File: src/rtl/irq_router_pkg.sv
package irq_router_pkg;

    typedef enum logic [0:0] {
        ST_IDLE = 1'b0,
        ST_ACK  = 1'b1
    } bus_state_e;

    // address map pieces that the decoder relies on
    localparam logic [31:0] ENABLE_BASE   = 32'h0000_2000;
    localparam logic [31:0] ENABLE_STRIDE = 32'h0000_0080;
    localparam logic [31:0] CTX_BASE      = 32'h0020_0000;
    localparam logic [31:0] CTX_STRIDE    = 32'h0000_1000;
    localparam logic [9:0]  THR_WORD      = 10'd0;
    localparam logic [9:0]  CLAIM_WORD    = 10'd1;

endpackage

File: src/rtl/irq_router_arb.sv
module irq_router_arb #(
    parameter int NSRC   = 31,
    parameter int PRIO_W = 3,
    parameter int ID_W   = 5
) (
    input  logic [NSRC:0][PRIO_W-1:0] prio_i,
    input  logic [NSRC:0]             en_i,
    input  logic [PRIO_W-1:0]         thr_i,
    input  logic [NSRC:0]             pend_i,
    input  logic [NSRC:0]             claimed_i,
    output logic [ID_W-1:0]           best_id_o,
    output logic                      any_o
);

    logic [NSRC:0] elig;

    generate
        for (genvar s = 0; s <= NSRC; s++) begin : g_elig
            if (s == 0) begin : g_none
                assign elig[s] = 1'b0;
            end else begin : g_src
                assign elig[s] = pend_i[s] & en_i[s] & ~claimed_i[s] & (prio_i[s] > thr_i);
            end
        end
    endgenerate

    logic [PRIO_W-1:0] best_p;

    // ascending scan with strict compare keeps the lowest id on ties
    always_comb begin
        best_p    = '0;
        best_id_o = '0;
        for (int s = 1; s <= NSRC; s++) begin
            if (elig[s] && (prio_i[s] > best_p)) begin
                best_p    = prio_i[s];
                best_id_o = ID_W'(s);
            end
        end
    end

    assign any_o = |elig;

endmodule

File: src/rtl/irq_router_regs.sv
module irq_router_regs
    import irq_router_pkg::*;
#(
    parameter int NSRC   = 31,
    parameter int NCTX   = 2,
    parameter int PRIO_W = 3,
    parameter int ADDR_W = 26,
    parameter int ID_W   = 5,
    parameter int CTX_IW = 1
) (
    input  logic                          clk_i,
    input  logic                          rst_ni,
    input  logic                          bus_req_i,
    input  logic                          bus_we_i,
    input  logic [ADDR_W-1:0]             bus_addr_i,
    input  logic [31:0]                   bus_wdata_i,
    input  logic [NCTX-1:0][ID_W-1:0]     best_id_i,
    output logic                          bus_ack_o,
    output logic [31:0]                   bus_rdata_o,
    output logic [NSRC:0][PRIO_W-1:0]     prio_o,
    output logic [NCTX-1:0][NSRC:0]       en_o,
    output logic [NCTX-1:0][PRIO_W-1:0]   thr_o,
    output logic [NSRC:0]                 claimed_o,
    output logic [NSRC:0]                 done_o
);

    localparam int NWORDS = (NSRC + 32) / 32;

    bus_state_e state_q, state_d;

    logic [NSRC:0][PRIO_W-1:0]   prio_q;
    logic [NCTX-1:0][NSRC:0]     en_q;
    logic [NCTX-1:0][PRIO_W-1:0] thr_q;
    logic [NSRC:0]               claimed_q;
    logic [NSRC:0]               done_q;
    logic [31:0]                 rdata_q;

    logic [31:0]       addr32, en_off, ctx_off;
    logic [ID_W-1:0]   prio_idx, cpl_id;
    logic [CTX_IW-1:0] en_ctx, reg_ctx;
    logic [4:0]        en_word;
    logic              hit_prio, hit_en, in_ctx, hit_thr, hit_claim, cpl_ok, accept;
    logic [NSRC:0]     en_mask, en_val;
    logic [31:0]       en_rd, rd_val;

    assign addr32 = 32'(bus_addr_i);

    // address decode
    always_comb begin
        en_off    = addr32 - ENABLE_BASE;
        ctx_off   = addr32 - CTX_BASE;
        prio_idx  = ID_W'(addr32 >> 2);
        en_ctx    = CTX_IW'(en_off >> 7);
        en_word   = en_off[6:2];
        reg_ctx   = CTX_IW'(ctx_off >> 12);
        hit_prio  = addr32 < 32'(4 * (NSRC + 1));
        hit_en    = (addr32 >= ENABLE_BASE)
                 && (addr32 < (ENABLE_BASE + 32'(NCTX) * ENABLE_STRIDE))
                 && ({27'd0, en_word} < 32'(NWORDS));
        in_ctx    = (addr32 >= CTX_BASE)
                 && (addr32 < (CTX_BASE + 32'(NCTX) * CTX_STRIDE));
        hit_thr   = in_ctx && (ctx_off[11:2] == THR_WORD);
        hit_claim = in_ctx && (ctx_off[11:2] == CLAIM_WORD);
    end

    // enable word slicing: which ids live in the addressed word
    always_comb begin
        en_mask = '0;
        en_val  = '0;
        en_rd   = '0;
        for (int s = 1; s <= NSRC; s++) begin
            if (5'(s >> 5) == en_word) begin
                en_mask[s]    = 1'b1;
                en_val[s]     = bus_wdata_i[s % 32];
                en_rd[s % 32] = en_q[en_ctx][s];
            end
        end
    end

    always_comb begin
        rd_val = '0;
        if (hit_prio) begin
            rd_val = 32'(prio_q[prio_idx]);
        end else if (hit_en) begin
            rd_val = en_rd;
        end else if (hit_thr) begin
            rd_val = 32'(thr_q[reg_ctx]);
        end else if (hit_claim) begin
            rd_val = 32'(best_id_i[reg_ctx]);
        end
    end

    assign cpl_id = ID_W'(bus_wdata_i);
    assign cpl_ok = (bus_wdata_i >= 32'd1) && (bus_wdata_i <= 32'(NSRC))
                 && en_q[reg_ctx][cpl_id];
    assign accept = (state_q == ST_IDLE) && bus_req_i;

    // bus state machine: state register
    always_ff @(posedge clk_i or negedge rst_ni) begin
        if (!rst_ni) begin
            state_q <= ST_IDLE;
        end else begin
            state_q <= state_d;
        end
    end

    always_comb begin
        state_d = state_q;
        unique case (state_q)
            ST_IDLE: if (bus_req_i) state_d = ST_ACK;
            ST_ACK:  state_d = ST_IDLE;
            default: state_d = ST_IDLE;
        endcase
    end

    // bus state machine: outputs
    always_comb begin
        bus_ack_o   = (state_q == ST_ACK);
        bus_rdata_o = rdata_q;
    end

    // register storage and claim bookkeeping
    always_ff @(posedge clk_i or negedge rst_ni) begin
        if (!rst_ni) begin
            prio_q    <= '0;
            en_q      <= '0;
            thr_q     <= '0;
            claimed_q <= '0;
            done_q    <= '0;
            rdata_q   <= '0;
        end else begin
            done_q <= '0;
            if (accept) begin
                rdata_q <= bus_we_i ? 32'd0 : rd_val;
                if (bus_we_i) begin
                    if (hit_prio && (prio_idx != '0)) begin
                        prio_q[prio_idx] <= bus_wdata_i[PRIO_W-1:0];
                    end
                    if (hit_en) begin
                        en_q[en_ctx] <= (en_q[en_ctx] & ~en_mask) | (en_val & en_mask);
                    end
                    if (hit_thr) begin
                        thr_q[reg_ctx] <= bus_wdata_i[PRIO_W-1:0];
                    end
                    if (hit_claim && cpl_ok) begin
                        claimed_q[cpl_id] <= 1'b0;
                        done_q[cpl_id]    <= 1'b1;
                    end
                end else if (hit_claim && (best_id_i[reg_ctx] != '0)) begin
                    claimed_q[best_id_i[reg_ctx]] <= 1'b1;
                end
            end
        end
    end

    assign prio_o    = prio_q;
    assign en_o      = en_q;
    assign thr_o     = thr_q;
    assign claimed_o = claimed_q;
    assign done_o    = done_q;

endmodule

File: src/rtl/irq_router.sv
module irq_router #(
    parameter int NSRC   = 31,
    parameter int NCTX   = 2,
    parameter int PRIO_W = 3,
    parameter int ADDR_W = 26
) (
    input  logic              clk_i,
    input  logic              rst_ni,
    input  logic              bus_req_i,
    input  logic              bus_we_i,
    input  logic [ADDR_W-1:0] bus_addr_i,
    input  logic [31:0]       bus_wdata_i,
    output logic              bus_ack_o,
    output logic [31:0]       bus_rdata_o,
    input  logic [NSRC:1]     src_pend_i,
    output logic [NSRC:1]     src_done_o,
    output logic [NCTX-1:0]   irq_o
);

    localparam int ID_W   = $clog2(NSRC + 1);
    localparam int CTX_IW = (NCTX > 1) ? $clog2(NCTX) : 1;

    logic [NSRC:0][PRIO_W-1:0]   prio_w;
    logic [NCTX-1:0][NSRC:0]     en_w;
    logic [NCTX-1:0][PRIO_W-1:0] thr_w;
    logic [NSRC:0]               claimed_w;
    logic [NSRC:0]               done_w;
    logic [NSRC:0]               pend_w;
    logic [NCTX-1:0][ID_W-1:0]   best_id_w;
    logic [NCTX-1:0]             any_w;
    logic [NCTX-1:0]             irq_q;

    assign pend_w = {src_pend_i, 1'b0};

    irq_router_regs #(
        .NSRC(NSRC), .NCTX(NCTX), .PRIO_W(PRIO_W),
        .ADDR_W(ADDR_W), .ID_W(ID_W), .CTX_IW(CTX_IW)
    ) regs_i (
        .clk_i      (clk_i),
        .rst_ni     (rst_ni),
        .bus_req_i  (bus_req_i),
        .bus_we_i   (bus_we_i),
        .bus_addr_i (bus_addr_i),
        .bus_wdata_i(bus_wdata_i),
        .best_id_i  (best_id_w),
        .bus_ack_o  (bus_ack_o),
        .bus_rdata_o(bus_rdata_o),
        .prio_o     (prio_w),
        .en_o       (en_w),
        .thr_o      (thr_w),
        .claimed_o  (claimed_w),
        .done_o     (done_w)
    );

    generate
        for (genvar c = 0; c < NCTX; c++) begin : g_ctx
            irq_router_arb #(
                .NSRC(NSRC), .PRIO_W(PRIO_W), .ID_W(ID_W)
            ) arb_i (
                .prio_i   (prio_w),
                .en_i     (en_w[c]),
                .thr_i    (thr_w[c]),
                .pend_i   (pend_w),
                .claimed_i(claimed_w),
                .best_id_o(best_id_w[c]),
                .any_o    (any_w[c])
            );
        end
    endgenerate

    always_ff @(posedge clk_i or negedge rst_ni) begin
        if (!rst_ni) begin
            irq_q <= '0;
        end else begin
            irq_q <= any_w;
        end
    end

    assign irq_o      = irq_q;
    assign src_done_o = done_w[NSRC:1];

endmodule

File: config.mk
export PLATFORM = sky130hd
export DESIGN_NAME = irq_router
export DESIGN_NICKNAME = d
export VERILOG_FILES = /design/src/rtl/irq_router_pkg.sv /design/src/rtl/irq_router_arb.sv /design/src/rtl/irq_router_regs.sv /design/src/rtl/irq_router.sv
export SDC_FILE = /design/constraint.sdc
export NUM_CORES = 1
export LEC_CHECK = 0
export ABC_AREA = 1
export BUFFER_PORTS_ARGS = -buffer_cell sky130_fd_sc_hd__buf_2
export CORE_MARGIN = 2
export CORE_UTILIZATION = 29
export CTS_BUF_LIST = sky130_fd_sc_hd__clkbuf_16
export DETAILED_ROUTE_END_ITERATION = 10
export HOLD_SLACK_MARGIN = 0.03
export PLACE_DENSITY = 0.44
export RECOVER_POWER = 25
export SYNTH_ARGS = -nofsm -noshare
export SYNTH_HDL_FRONTEND = slang
export SYNTH_SLANG_ARGS = --single-unit
File: constraint.sdc
create_clock -name clk_i -period 70 [get_ports clk_i]
set_clock_uncertainty 0.05 [all_clocks]
set_input_delay 10.5 -clock clk_i [delete_from_list [all_inputs] [get_ports clk_i]]
set_output_delay 10.5 -clock clk_i [all_outputs]
set_load 0.005 [all_outputs]
-- Yosys cells after proc, flatten, opt, wreduce, memory -nomap -nowiden
Cells that the tools add are included.
Widths: inputs -> output; s select.
- output and inout bits: 66
- flip-flop bits (word level): 265
- logic and storage cells: 723
- bits of input ports: 93
- mux-type cells: 223
- order comparisons: 141
- add/subtract/negate cells: 2
- equal/unequal tests: 2
- bitwise logic cells: 225
- reductions and logical operators: 89
- operators with widths (cell ; count):
    $mux 32 ; 15
    $gt 3x3->1 ; 122
    $mux 3 ; 73
    $and 1x1->1 ; 186
    $mux 5 ; 35
    $and 32x32->32 ; 3
    $bwmux 96 ; 1
    $logic_and 1x1->1 ; 78
    $mux 1 ; 69
    $bwmux 64 ; 1
    $mux 4 ; 16
    $not 32->32 ; 2
    $or 32x32->32 ; 2
    $reduce_or 31->1 ; 2
    $demux 32 s1 ; 1
    $ge 32x1->1 const B ; 1
    $le 32x5->1 const B ; 1
    $not 1->1 ; 32
    $ge 26x14->1 const B ; 1
    $ge 26x22->1 const B ; 1
    $lt 26x14->1 const B ; 1
    $lt 26x22->1 const B ; 1
    $lt 26x8->1 const B ; 1
    $lt 5x6->1 const B ; 3
    other kinds (22) ; 34

-- Longest topological paths before layout
Gate-level depths: netlist of run 1.
- word-level depth: 104
- mapped depth: 242
- depth with buffers taken out: 241

-- Hierarchy
From an unflattened synthesis of run 1, not the netlist that was laid out.
- cells, all modules: 3644
- area total of the unflattened synthesis: 25039.0 sq um
- by module, submodules not included (module ; cells each ; instances ; area an instance (sq um)):
    irq_router_regs ; 1718 ; 1 ; 13175.1
    irq_router_arb at g_ctx[1].arb_i ; 963 ; 1 ; 5959.5
    irq_router_arb at g_ctx[0].arb_i ; 960 ; 1 ; 5850.6
    irq_router ; 3 ; 1 ; 53.8

-- Least setup slack after synthesis of run 1
No wires, ideal clock.
- path type: input -> register
- start point: input src_pend_i[1] in the netlist's numbering
- end point: register regs_i.claimed_q[16], in the netlist regs_i.claimed_o[16]
- required time: 69.828 ns
- cell stages on the path: 208
- setup time: 0.122 ns
- slack: 28.883 ns
- arrival: 40.945 ns
- cell sequence: nand3_1 > nor2_1 > nand2_1 > nor2_1 > inv_1 > ha_1 > nand2_1 > nor2_1 > nor2_1 > nor2_2 > nand2_2 > o21ai_0 > ha_1 > o21ai_0 > nand3_2 > nand3_2 > nand2_2 > o21ai_0 > [172 not listed] > nand2_1 > o21ai_0 > ha_1 > a21oi_1 > o21ai_0 > nand3_1 > nand2_1 > nor2_1 > nand4_1 > nor4_1 > nand2_1 > nand2_1 > nand3_2 > o21bai_4 > nand2_4 > buf_6 > nand3_1 > a21oi_2
- word-level cells in the longest chain between the ends: 104
- RTL lines (what ; RTL line ; text):
    start: declaration ; irq_router.sv:15 ; input logic [NSRC:1] src_pend_i,
    $and 1x1->1 (3 in a row) ; irq_router_arb.sv:22 ; assign elig[s] = pend_i[s] & en_i[s] & ~claimed_i[s] & (prio_i[s] > thr_i);
    $logic_and 1x1->1 ; irq_router_arb.sv:34 ; if (elig[s] && (prio_i[s] > best_p)) begin
    $mux 3 ; irq_router_arb.sv:34 ;
    $gt 3x3->1 ; irq_router_arb.sv:34 ;
    $logic_and 1x1->1 ; irq_router_arb.sv:34 ;
    $mux 3 ; irq_router_arb.sv:34 ;
    $gt 3x3->1 ; irq_router_arb.sv:34 ;
    $logic_and 1x1->1 ; irq_router_arb.sv:34 ;
    [85 not listed] ; -- ;
    $mux 5 (implied by the code) * (2 in a row) ; irq_router_regs.sv:149, irq_router_regs.sv:150 ;
    $lt 5x6->1 (implied by the code) / $ge 5x1->1 (equally long branches) ; irq_router_regs.sv:150 ; claimed_q[best_id_i[reg_ctx]] <= 1'b1;
    $logic_and 1x1->1 (implied by the code) ; irq_router_regs.sv:150 ;
    $mux 1 (implied by the code) ; irq_router_regs.sv:150 ;
    $demux 1 s5 ; -- ;
    $or 32x32->32 (no source line) ; -- ;
    $mux 32 ; irq_router_regs.sv:149 ; end else if (hit_claim && (best_id_i[reg_ctx] != '0)) begin
    $mux 32 ; irq_router_regs.sv:135 ; if (bus_we_i) begin
    end signal: assignment ; irq_router_regs.sv:128 ; claimed_q <= '0;
    end signal: indexed assignment ; irq_router_regs.sv:146 ; claimed_q[cpl_id] <= 1'b0;
    end signal: indexed assignment ; irq_router_regs.sv:150 ;
    end: declaration ; irq_router_regs.sv:34 ; logic [NSRC:0] claimed_q;
Mark *: on every way between the ends. The rest lies on a longest branch, timed or not. The select of a mux whose other input is x is not followed.
A chain may end at the register's enable or synchronous reset.

-- Worst setup path after layout of run 1
- start point: input src_pend_i[1] in the netlist's numbering
- end point: register regs_i.claimed_q[9], in the netlist regs_i.claimed_o[9]
The elaborated chain is that of the path after synthesis.

==> results of run 1 <==
==> cell usage in the layout, fill, tap and decap left out, drive strengths merged, types with 10 or more instances in the layout <==
cell type	count
buf	192
nor4	19
a22oi	20
clkbuf	39
nand2	918
a21oi	211
nor3	62
o211ai	15
nand4	70
o21ai	461
a211oi	20
nand3	236
ha	261
dfrtp	263
o32ai	28
nor2	145
inv	392
or2	10
o221ai	25
clkinv	15
==> power breakdown <==
| group | switching [mW] | total [mW] | leakage (nW) | internal, mW |
|---|---|---|---|---|
| sequential | 0.0000157 | 0.152 | 3.51 | 0.152 |
| clock | 0.0819 | 0.184 | 0.574 | 0.102 |
| combinational | 0.0212 | 0.0270 | 9.01 | 0.00573 |
| total | 0.103 | 0.363 | 13.1 | 0.260 |
==> kinds of logic after synthesis <==
family          after synthesis  share of synthesized area, %
fa+ha+maj                   261                          13.9
buf+inv                     474                          8.08
flops                       263                          28.1
compound gates              844                          20.5
simple gates               1462                          29.4
mux                           1                        0.0427
==> stage by stage <==
stage | cells | instance area, µm² | worst slack, ns | utilization (%) | total power [mW]
2_1_floorplan | 3305 | 23500 | 28.88 | - | 0.165
3_3_place_gp | 4473 | 25400 | 23.01 | 31.7 | 0.182
3_5_place_dp | 4473 | 25400 | 23.15 | 31.7 | 0.182
4_1_cts | 4533 | 26600 | 23.64 | 33.1 | 0.367
5_1_grt | 4533 | 26600 | 19.58 | 33.1 | 0.375
6_report | 4536 | 26600 | 23.61 | 33.1 | 0.363
==> registers in the layout, summed over array words and instances (netlist names) <==
name and cells:
regs_i.prio_o 96, regs_i.en_o 64, regs_i.bus_rdata_o 32, regs_i.claimed_o 31, regs_i.done_o 31, regs_i.thr_o 6, irq_o 2, regs_i.bus_ack_o 1
==> Yosys cell counts (all sizes together) <==
cell type,count
a221oi,6
ha,261
o221ai,25
nor3,62
a22oi,20
nor2,145
a41oi,4
or3,1
a31oi,8
nand2,918
a21oi,211
o2111ai,7
inv,385
o21a,8
nor4,19
o32ai,28
a22o,4
a21boi,5
mux2i,1
a311oi,7
or2,10
o22ai,5
dfrtp,263
clkinv,2
a311o,1
o21ai,461
a211oi,20
nand3,236
o21bai,4
o32a,2
clkbuf,82
o211ai,15
a31o,1
nand4,70
a2111oi,2
buf,5
nand3b,1
==> worst max-delay path by stage <==
| stage | endpoint | slack, ns | cells past startpoint |
|---|---|---|---|
| 3_3_place_gp | regs_i.claimed_o[10]$_DFFE_PN0P_ | 23.01 | 208 |
| 6_report | regs_i.claimed_o[9]$_DFFE_PN0P_ | 23.61 | 208 |
| 3_5_place_dp | regs_i.claimed_o[9]$_DFFE_PN0P_ | 23.15 | 208 |
| 2_1_floorplan | regs_i.claimed_o[16]$_DFFE_PN0P_ | 28.88 | 208 |
| 5_1_grt | regs_i.claimed_o[10]$_DFFE_PN0P_ | 19.58 | 209 |
| 4_1_cts | regs_i.claimed_o[9]$_DFFE_PN0P_ | 23.64 | 208 |
==> worst max-delay path, delay by kind of cell <==
| family | cells | cell delay [ns] |
|---|---|---|
| simple gates | 97 | 11.35 |
| buf+inv | 21 | 1.59 |
| compound gates | 60 | 14.49 |
| fa+ha+maj | 30 | 8.79 |
==> routing by layer <==
layer | track usage, % | part of all wire [%] | wire [µm] | up-vias
met4 | 7.37 | 3.1 | 3040 | 2
met1 | 32.5 | 47 | 46200 | 10955
met3 | 3.69 | 5.6 | 5520 | 96
li1 | - | - | - | 11686
met2 | 36.7 | 44 | 43400 | 570
met5 | 0 | 0.013 | 13 | -
==> cell type report <==
type                    instances  share of cell area, %
clock inverters                24                  0.904
inverters                     387                   5.47
diodes                          3                 0.0282
repair buffers                195                   4.01
clock buffers                  36                   3.39
well taps                    1060                   4.99
multi-input cells            2568                   56.4
flip-flops and latches        263                   24.8
==> reports/qor.yml, run 1 <==
run_status:
  status: "finished, violations left"
  failed_checks: "capacitance limit, slew limit"
clock_tree:
  cts_buffers: 36
  worst_skew_pair.late_latency_ns: 0.61
  clockBufferDepth: 3
  ctsResizeCount: 0
  clk_pin_slew_ns: 0.06
  cts_root_buffer: "clkbuf_16"
  post_cts_buffers: 0
  cts_tree: "done"
  htree_num_levels: 2
  cts.sinks: 263
  hold_buffers: 0
sta:
  hold_viol: 0
  max_slew_margin_pct: -253
  worst_pin_slew_ns: 5.29
  period_share_pct: 66.3
  maxSlewViolCount: 200
  rsz0062_at_grt: "no"
  finalSetupViolations: 0
  fin_crit_ns: 46.39
  clock.fmax_mhz: 21.6
  fin_tns_setup_ns: 0
  hold_slack_ns: 0.326
worst_setup_path:
  criticalPathCategory: "input pin to register"
  crit_top_cell: "nand2_2"
  rr_endpoint: "regs_i.claimed_o[9]$_DFFE_PN0P_"
  crit_required_ns: 70.40
  r2r-start: "regs_i.prio_o[5]$_DFFE_PN0P_"
  rr_worst_depth: 209
  cp_max_fo: 31
  arrival_ns: 46.80
  critPathLaunchType: "input pin"
  cp-end-kind: "register"
  slowest_stage: "o21bai_4"
  crit_start: "src_pend_i[1]"
  r2r_slack_ns: 32.77
  critPathMaxStageDelay_ns: 0.70
global_route:
  grt-ovfl-total: 0
  grt_max_degree: 91
  antenna_found_initial: 11
  grt_usage_pct: 23.3
  grt_pass1_vias: 21929
  grt_pass1_wl_um: 144000
synth:
  synth_nets: 3659
  synth_area_leaders: "dfrtp_1 (28%), ha_1 (14%), nand2_1 (12%), o21ai_0 (9.8%), inv_1 (6.1%)"
  synth_cells: 3305
  yosys.area.top_type: "dfrtp_1"
  ys_warn_count: 0
  synth_cell_types: 54
  syn_area_mm2: 0.0235
  synth-seq-cells: 263
  synth_top_area_share_pct: 28.1
  seq_area_frac_synth_pct: 28.1
  avgSynthCellArea_um2: 7.10
route:
  drt_first_pass_iters: 5
  vias_per_cell: 5.14
  routedWlPerCell_um: 21.6
  wl_um: 98200
  route.detailed.drc: 0
  drt_iter0_markers: 1631
  num_vias: 23309
  ant_nets: 0
worst_hold_path:
  hold_path.class: "register to register"
  min_to: "regs_i.en_o[32]$_DFFE_PN0P_"
  hp-start: "regs_i.en_o[32]$_DFFE_PN0P_"
  min_path_cells: 0
placed_design:
  hpwl_um: 74200
  port_buffers: 156
  globalplace.congestion: 0.891
power_and_ir_drop:
  powerDensity_mw_per_mm2: 13.7
  irDropWorstVdd_uv: 14.7
  leakagePower_nw: 13.1
final_layout:
  layout-drive-gt1-share_pct: 14.4
  multi_input_area_mm2: 0.0150
  area_growth_pct: 13.3
  regArea_mm2: 0.00658
  fillers: 8729
  finalNetCount: 3805
die:
  rows: 104
  die-area_mm2: 0.0832
  die_height_um: 288
  core-area_mm2: 0.0803
  fp.dieW_um: 288
  pin_count: 159
  start_util_pct: 29.2
flow_run:
  maxCapViolations: 3
Note: power is estimated with default switching activity, not from simulation.
==> run 2, diff against run 1 <==
--- a/config.mk
+++ b/config.mk
@@ -12,7 +12,7 @@
 export CTS_BUF_LIST = sky130_fd_sc_hd__clkbuf_16
 export DETAILED_ROUTE_END_ITERATION = 10
 export HOLD_SLACK_MARGIN = 0.03
-export PLACE_DENSITY = 0.44
+export PLACE_DENSITY = 0.46
 export RECOVER_POWER = 25
 export SYNTH_ARGS = -nofsm -noshare
 export SYNTH_HDL_FRONTEND = slang
==> constraint.sdc (replaced) <==
create_clock -name clk_i -period 42.6 [get_ports clk_i]
set_clock_uncertainty 0.05 [all_clocks]
set_input_delay 6.39 -clock clk_i [delete_from_list [all_inputs] [get_ports clk_i]]
set_output_delay 6.39 -clock clk_i [all_outputs]
set_load 0.005 [all_outputs]
==> run 2 against run 1 <==
  * Utilization hardly changed
  * The flow still finishes with violations (capacitance limit, slew limit)
  * Non-clock buffer count is 3 lower
  * Flip-flop and latch count unchanged
  * Setup slack worse by 20 ns
  * Routed wire length is 1.9% lower
  * Critical path depth is 7 higher
  * Final area barely moved
  * First-iteration DRC count is 14% higher
  * Worst hold slack gained 0.0021 ns
  * Clock-buffer cell count is the same
  * Combinational power rose by 63%
==> reports/qor.yml, run 2 (synthesis results as in run 1) <==
power_and_ir_drop:
  powerDensity_mw_per_mm2: 22.6  # was 13.7 mW/mm²
  irDropWorstVdd_uv: 23.9  # was 14.7 µV
  finalPower_uw: 600  # was 363 µW
  leakagePower_nw: 13.1  # about the same
run_status:
  status: "finished, violations left"  # unchanged
  failed_checks: "capacitance limit, slew limit"  # unchanged
sta:
  max_slew_margin_pct: -416  # was -253%
  hold_viol: 0  # unchanged
  fin_tns_setup_ns: 0  # unchanged
  fin_crit_ns: 39.42
  worst_pin_slew_ns: 7.74  # was 5.29 ns
  clock.fmax_mhz: 25.4
  maxSlewViolCount: 223  # was 200
  finalSetupViolations: 0  # unchanged
  hold_slack_ns: 0.328  # was 0.326 ns
  rsz0062_at_grt: "no"  # unchanged
  period_share_pct: 92.5
global_route:
  antenna_found_initial: 6  # was 11
  grt_max_degree: 133  # was 91
  grt_pass1_vias: 21758  # was 21929
  grt_pass1_wl_um: 142000  # was 144000 µm
  grt_usage_pct: 22.8  # was 23.3%
  grt-ovfl-total: 0  # unchanged
worst_setup_path:
  cp_top_family: "compound AO/OA/AOI/OAI gates"  # unchanged
  cp_max_fo: 16  # was 31
  cp-end-kind: "register"  # unchanged
  crit_top_cell: "nand2_2"  # unchanged
  criticalPathCategory: "input pin to register"  # unchanged
  slowest_stage: "o32a_1"  # was o21bai_4
  critPathMaxStageDelay_ns: 0.36  # was 0.70 ns
  arrival_ns: 39.83  # was 46.80 ns
  crit_required_ns: 43.00  # was 70.40 ns
  critPathLaunchType: "input pin"  # unchanged
  crit_buf_inv: 22  # was 21
placed_design:
  hpwl_um: 72200  # was 74200 µm
  dp.cells: 4470  # was 4473
  globalplace.congestion: 0.873  # was 0.891
  port_buffers: 156  # unchanged
die:
  fp.dieW_um: 288  # unchanged
  pin_count: 159  # unchanged
  die-area_mm2: 0.0832  # unchanged
  rows: 104  # unchanged
  core-area_mm2: 0.0803  # unchanged
  start_util_pct: 29.2  # unchanged
  die_height_um: 288  # unchanged
final_layout:
  area_growth_pct: 13.3  # about the same
  multi_input_area_mm2: 0.0150  # about the same
  fillers: 8806  # was 8729
  layout-drive-gt1-share_pct: 14.6  # was 14.4%
  mostFrequentLayoutCells: "nand2_1 (756), o21ai_0 (420), inv_1 (387), dfrtp_1 (263), ha_1 (261)"  # was nand2_1 (757), o21ai_0 (460), inv_1 (388), dfrtp_1 (262), ha_1 (261)
  finalNonFillerCells: 4536  # unchanged
  regArea_mm2: 0.00658  # about the same
  finalNetCount: 3802  # was 3805
  antenna_cells: 0  # was 3
  layout_commonest_cell: "nand2_1"  # unchanged
  largest_reg_flops: 96  # unchanged
clock_tree:
  cts_root_buffer: "clkbuf_16"  # unchanged
  cts.sinks: 263  # unchanged
  htree_num_levels: 2  # unchanged
  cts_tree: "done"  # unchanged
  clk_pin_slew_ns: 0.06  # about the same
  worst_skew_pair.late_latency_ns: 0.58  # was 0.61 ns
  cts_buffers: 36  # unchanged
  hold_buffers: 0  # unchanged
  clockBufferDepth: 3  # unchanged
route:
  num_vias: 23538  # was 23309
  routedWlPerCell_um: 21.2  # was 21.6 µm
  vias_per_cell: 5.19  # was 5.14
  drt_iter0_markers: 1866  # was 1631
  drt_first_pass_iters: 6  # was 5
  route.detailed.drc: 0  # unchanged
  ant_nets: 0  # unchanged
  wl_um: 96300  # was 98200 µm
flow_run:
  maxCapViolations: 2  # was 3
worst_hold_path:
  hold_path.class: "register to register"  # unchanged
-- run 2: cell count changes in the layout (fill, tap and decap cells not counted), sizes merged --
cell / before / now
diode: 3 / 0
inv: 392 / 395
buf: 192 / 190
bufinv: 2 / 3
clkbuf: 39 / 38
clkinv: 15 / 16
clkinvlp: 2 / 3
-- run 2: path summary, 6_finish.rpt --
path	from	endpoint	slack [ns]	cells past startpoint
min in group asynchronous	rst_ni	regs_i.bus_rdata_o[21]$_DFFE_PN0P_	7.59	1
setup / recovery	src_pend_i[1]	regs_i.claimed_o[27]$_DFFE_PN0P_	3.18	215
hold reg to reg	regs_i.en_o[32]$_DFFE_PN0P_	regs_i.en_o[32]$_DFFE_PN0P_	0.33	0
hold / removal	regs_i.en_o[32]$_DFFE_PN0P_	regs_i.en_o[32]$_DFFE_PN0P_	0.33	0
max in group asynchronous	rst_ni	regs_i.en_o[42]$_DFFE_PN0P_	25.54	2
setup reg to reg	regs_i.thr_o[5]$_DFFE_PN0P_	regs_i.claimed_o[27]$_DFFE_PN0P_	7.80	217
-- run 2: metal layers --
layer / vias up / GRT usage [%] / routed length (µm)
li1: 11675 / - / -
met1: 11119 / 32.4 / 46000
met2: 636 / 36.6 / 42900
met3: 108 / 2.83 / 5220
met4: 0 / 5.43 / 2270
met5: - / 0 / 0
-- run 2: power breakdown --
part | switching [mW] | internal, mW
registers | 0.0000341 | 0.250
clock network | 0.132 | 0.174
logic | 0.0347 | 0.00936
total | 0.167 | 0.433
-- run 2: final cells by class --
class | count | area share [%]
Clock buffer | 36 | 3.39
Clock inverter | 30 | 0.937
Inverter | 387 | 5.46
Multi-Input combinational cell | 2568 | 56.5
Sequential cell | 263 | 24.8
Tap cell | 1060 | 4.99
Timing Repair Buffer | 192 | 3.95
-- run 2: through the flow --
stage                     setup WS (ns)  util (%)  area [µm²]
after floorplan                    5.59         -       23500
after global placement            0.632      31.7       25400
after detailed placement          0.547      31.7       25400
after CTS                          1.02      33.1       26600
after global routing             0.0805      33.1       26600
final                              3.18      33.1       26600
-- run 2: what timing repair did --
action | CTS | global route
gates resized for setup | 0 | 44
buffers inserted | 0 | 0
setup endpoints to repair | 0 | 36
==> run 3, diff against run 2 <==
--- a/config.mk
+++ b/config.mk
@@ -9,7 +9,7 @@
 export BUFFER_PORTS_ARGS = -buffer_cell sky130_fd_sc_hd__buf_2
 export CORE_MARGIN = 2
 export CORE_UTILIZATION = 29
-export CTS_BUF_LIST = sky130_fd_sc_hd__clkbuf_16
+export CTS_BUF_LIST = sky130_fd_sc_hd__clkbuf_4 sky130_fd_sc_hd__clkbuf_8
 export DETAILED_ROUTE_END_ITERATION = 10
 export HOLD_SLACK_MARGIN = 0.03
 export PLACE_DENSITY = 0.46
==> run 3 against run 2 <==
  * The run still ends with capacitance limit, slew limit left
  * Sequential share of layout area fell by 0.11 points
  * Final area grew 0.44%
  * Final cell count is 0.77% higher
  * Combinational power about the same
  * Clock power up 2%
  * Power increased by 1.2%
  * Die area did not move
  * Sequential power about the same
  * Via count increased by 0.35%
  * Non-clock buffer count did not move
==> reports/qor.yml, run 3 (synthesis results as in run 1) <==
clock_tree:
  htree_num_levels: 2  # unchanged
  cts.sinks: 263  # unchanged
  post_cts_buffers: 0  # unchanged
  cts_buffers: 55  # was 36
  cts_tree: "done"  # unchanged
  clk_pin_slew_ns: 0.06  # about the same
  worst_skew_pair.late_latency_ns: 0.73  # was 0.58 ns
  clockBufferDepth: 3  # unchanged
  cts_root_buffer: "clkbuf_8"  # was clkbuf_16
global_route:
  grt_pass1_vias: 21909  # was 21758
  antenna_found_initial: 8  # was 6
  grt_usage_pct: 22.8  # about the same
  grt-ovfl-total: 0  # unchanged
  met1_usage_pct: 32.2  # was 32.4%
  grtUsageMet3_pct: 3.16  # was 2.83%
  grt_max_degree: 133  # unchanged
  grt_use_met2_pct: 36.7  # was 36.6%
  top_usage_layer: "met2"  # unchanged
  grt_pass1_wl_um: 142000  # about the same
worst_setup_path:
  crit_buf_inv: 22  # unchanged
  crit_start: "src_pend_i[1]"  # unchanged
  slowest_stage: "o32a_1"  # unchanged
  r2r-start: "regs_i.thr_o[5]$_DFFE_PN0P_"  # unchanged
  critPathLaunchType: "input pin"  # unchanged
  crit_top_cell: "nand2_2"  # unchanged
  cp_top_family: "compound AO/OA/AOI/OAI gates"  # unchanged
  crit_required_ns: 43.09  # was 43.00 ns
  critPathMaxStageDelay_ns: 0.36  # about the same
  arrival_ns: 39.98  # was 39.83 ns
  cp-end-kind: "register"  # unchanged
  cp_max_fo: 10  # was 16
  criticalPathCategory: "input pin to register"  # unchanged
final_layout:
  fillers: 8822  # was 8806
  layout_commonest_cell: "nand2_1"  # unchanged
  largest_reg_flops: 96  # unchanged
  final_area_mm2: 0.0267  # was 0.0266 mm²
  layout-drive-gt1-share_pct: 15.8  # was 14.6%
  finalNetCount: 3821  # was 3802
  mostFrequentLayoutCells: "nand2_1 (757), o21ai_0 (422), inv_1 (380), dfrtp_1 (263), ha_1 (261)"  # was nand2_1 (756), o21ai_0 (420), inv_1 (387), dfrtp_1 (263), ha_1 (261)
  area_growth_pct: 13.8  # was 13.3%
run_status:
  failed_checks: "capacitance limit, slew limit"  # unchanged
  status: "finished, violations left"  # unchanged
flow_run:
  maxCapViolations: 2  # unchanged
sta:
  fin_ws_ns: 3.11  # was 3.18 ns
  finalSetupViolations: 0  # unchanged
  max_slew_margin_pct: -417  # was -416%
  clock.fmax_mhz: 25.3  # was 25.4 MHz
  worst_pin_slew_ns: 7.75  # was 7.74 ns
  rsz0062_at_grt: "no"  # unchanged
  hold_viol: 0  # unchanged
  fin_tns_setup_ns: 0  # unchanged
  maxSlewViolCount: 223  # unchanged
  period_share_pct: 92.7  # was 92.5%
  fin_crit_ns: 39.49  # was 39.42 ns
die:
  die_height_um: 288  # unchanged
  start_util_pct: 29.2  # unchanged
  die-area_mm2: 0.0832  # unchanged
  pin_count: 159  # unchanged
  core-area_mm2: 0.0803  # unchanged
  rows: 104  # unchanged
  fp.dieW_um: 288  # unchanged
power_and_ir_drop:
  leakagePower_nw: 13.2  # was 13.1 nW
  finalPower_uw: 607  # was 600 µW
  irDropWorstVdd_uv: 22.4  # was 23.9 µV
  powerDensity_mw_per_mm2: 22.7  # was 22.6 mW/mm²
worst_hold_path:
  hp-start: "regs_i.en_o[32]$_DFFE_PN0P_"  # unchanged
  hold_path.class: "register to register"  # unchanged
route:
  wl_um: 96400  # was 96300 µm
  drt_first_pass_iters: 5  # was 6
  route.detailed.drc: 0  # unchanged
  routedWlPerCell_um: 21.1  # was 21.2 µm
  num_vias: 23621  # was 23538
  vias_per_cell: 5.17  # was 5.19
  drt_iter0_markers: 1814  # was 1866
  ant_nets: 0  # unchanged
placed_design:
  post_dp_cell_area_mm2: 0.0254  # unchanged
  place_ws_ns: 0.547  # unchanged
  globalplace.congestion: 0.873  # unchanged
  port_buffers: 156  # unchanged
  hpwl_um: 72200  # unchanged
[run 3: cell count changes in the layout (fill, tap and decap cells not counted), sizes merged]
cell / previous run / this run
clkbuf: 38 / 83
inv: 395 / 389
clkinvlp: 3 / 0
clkinv: 16 / 14
diode: 0 / 1
[run 3: per-stage QoR]
stage | utilization (%) | instances | hold WS, ns
after CTS | 33.3 | 4570 | 0.330
final | 33.3 | 4571 | 0.331
after global routing | 33.3 | 4571 | 0.345
after detailed placement | 31.7 | 4470 | 0.316
after floorplan | - | 3305 | 0.379
after global placement | 31.7 | 4470 | 0.317
[run 3: worst reg2reg max path, delay by kind of cell (launching register included)]
kind                     cells  cell delay [ns]
AO/OA/AOI/OAI               60            11.84
adder cells (fa/ha/maj)     31             8.96
buffers and inverters       22             2.20
flip-flops                   1             0.38
AND/OR/NAND/NOR            103            11.40
[run 3: path summary, 6_finish.rpt]
kind,endpoint,slack (ns),depth (start not counted)
worst min-delay path,regs_i.en_o[32]$_DFFE_PN0P_,0.33,0
worst max-delay path,regs_i.claimed_o[10]$_DFFE_PN0P_,3.11,214
worst max register to register,regs_i.claimed_o[10]$_DFFE_PN0P_,7.59,216
min in group asynchronous,regs_i.bus_rdata_o[21]$_DFFE_PN0P_,7.44,1
worst min register to register,regs_i.en_o[32]$_DFFE_PN0P_,0.33,0
max in group asynchronous,regs_i.en_o[38]$_DFFE_PN0P_,25.64,2
[run 3: final cells by class]
class / instances / area, µm² / share of cell area, %
Antenna cell: 1 / 2.50 / 0.00937
Tap cell: 1060 / 1330 / 4.97
Clock buffer: 81 / 1060 / 3.96
Inverter: 387 / 1450 / 5.44
Clock inverter: 19 / 208 / 0.778
Timing Repair Buffer: 192 / 1050 / 3.93
Multi-Input combinational cell: 2568 / 15000 / 56.3
Sequential cell: 263 / 6580 / 24.7
[run 3: what timing repair did]
action / in CTS / in global routing
resized for setup: 0 / 41
hold buffers: 0 / 0
setup endpoints to repair: 0 / 36
[run 3: power by group]
group	switching, mW	leakage, nW	internal [mW]
registers	0.0000343	3.51	0.250
clock network	0.134	0.677	0.179
logic	0.0347	8.98	0.00935
[run 3: per-layer routing]
layer	routed length [µm]	part of all wire, %
met5	11	0.011
met4	2200	2.3
met3	5690	5.9
met2	42900	44
met1	45600	47
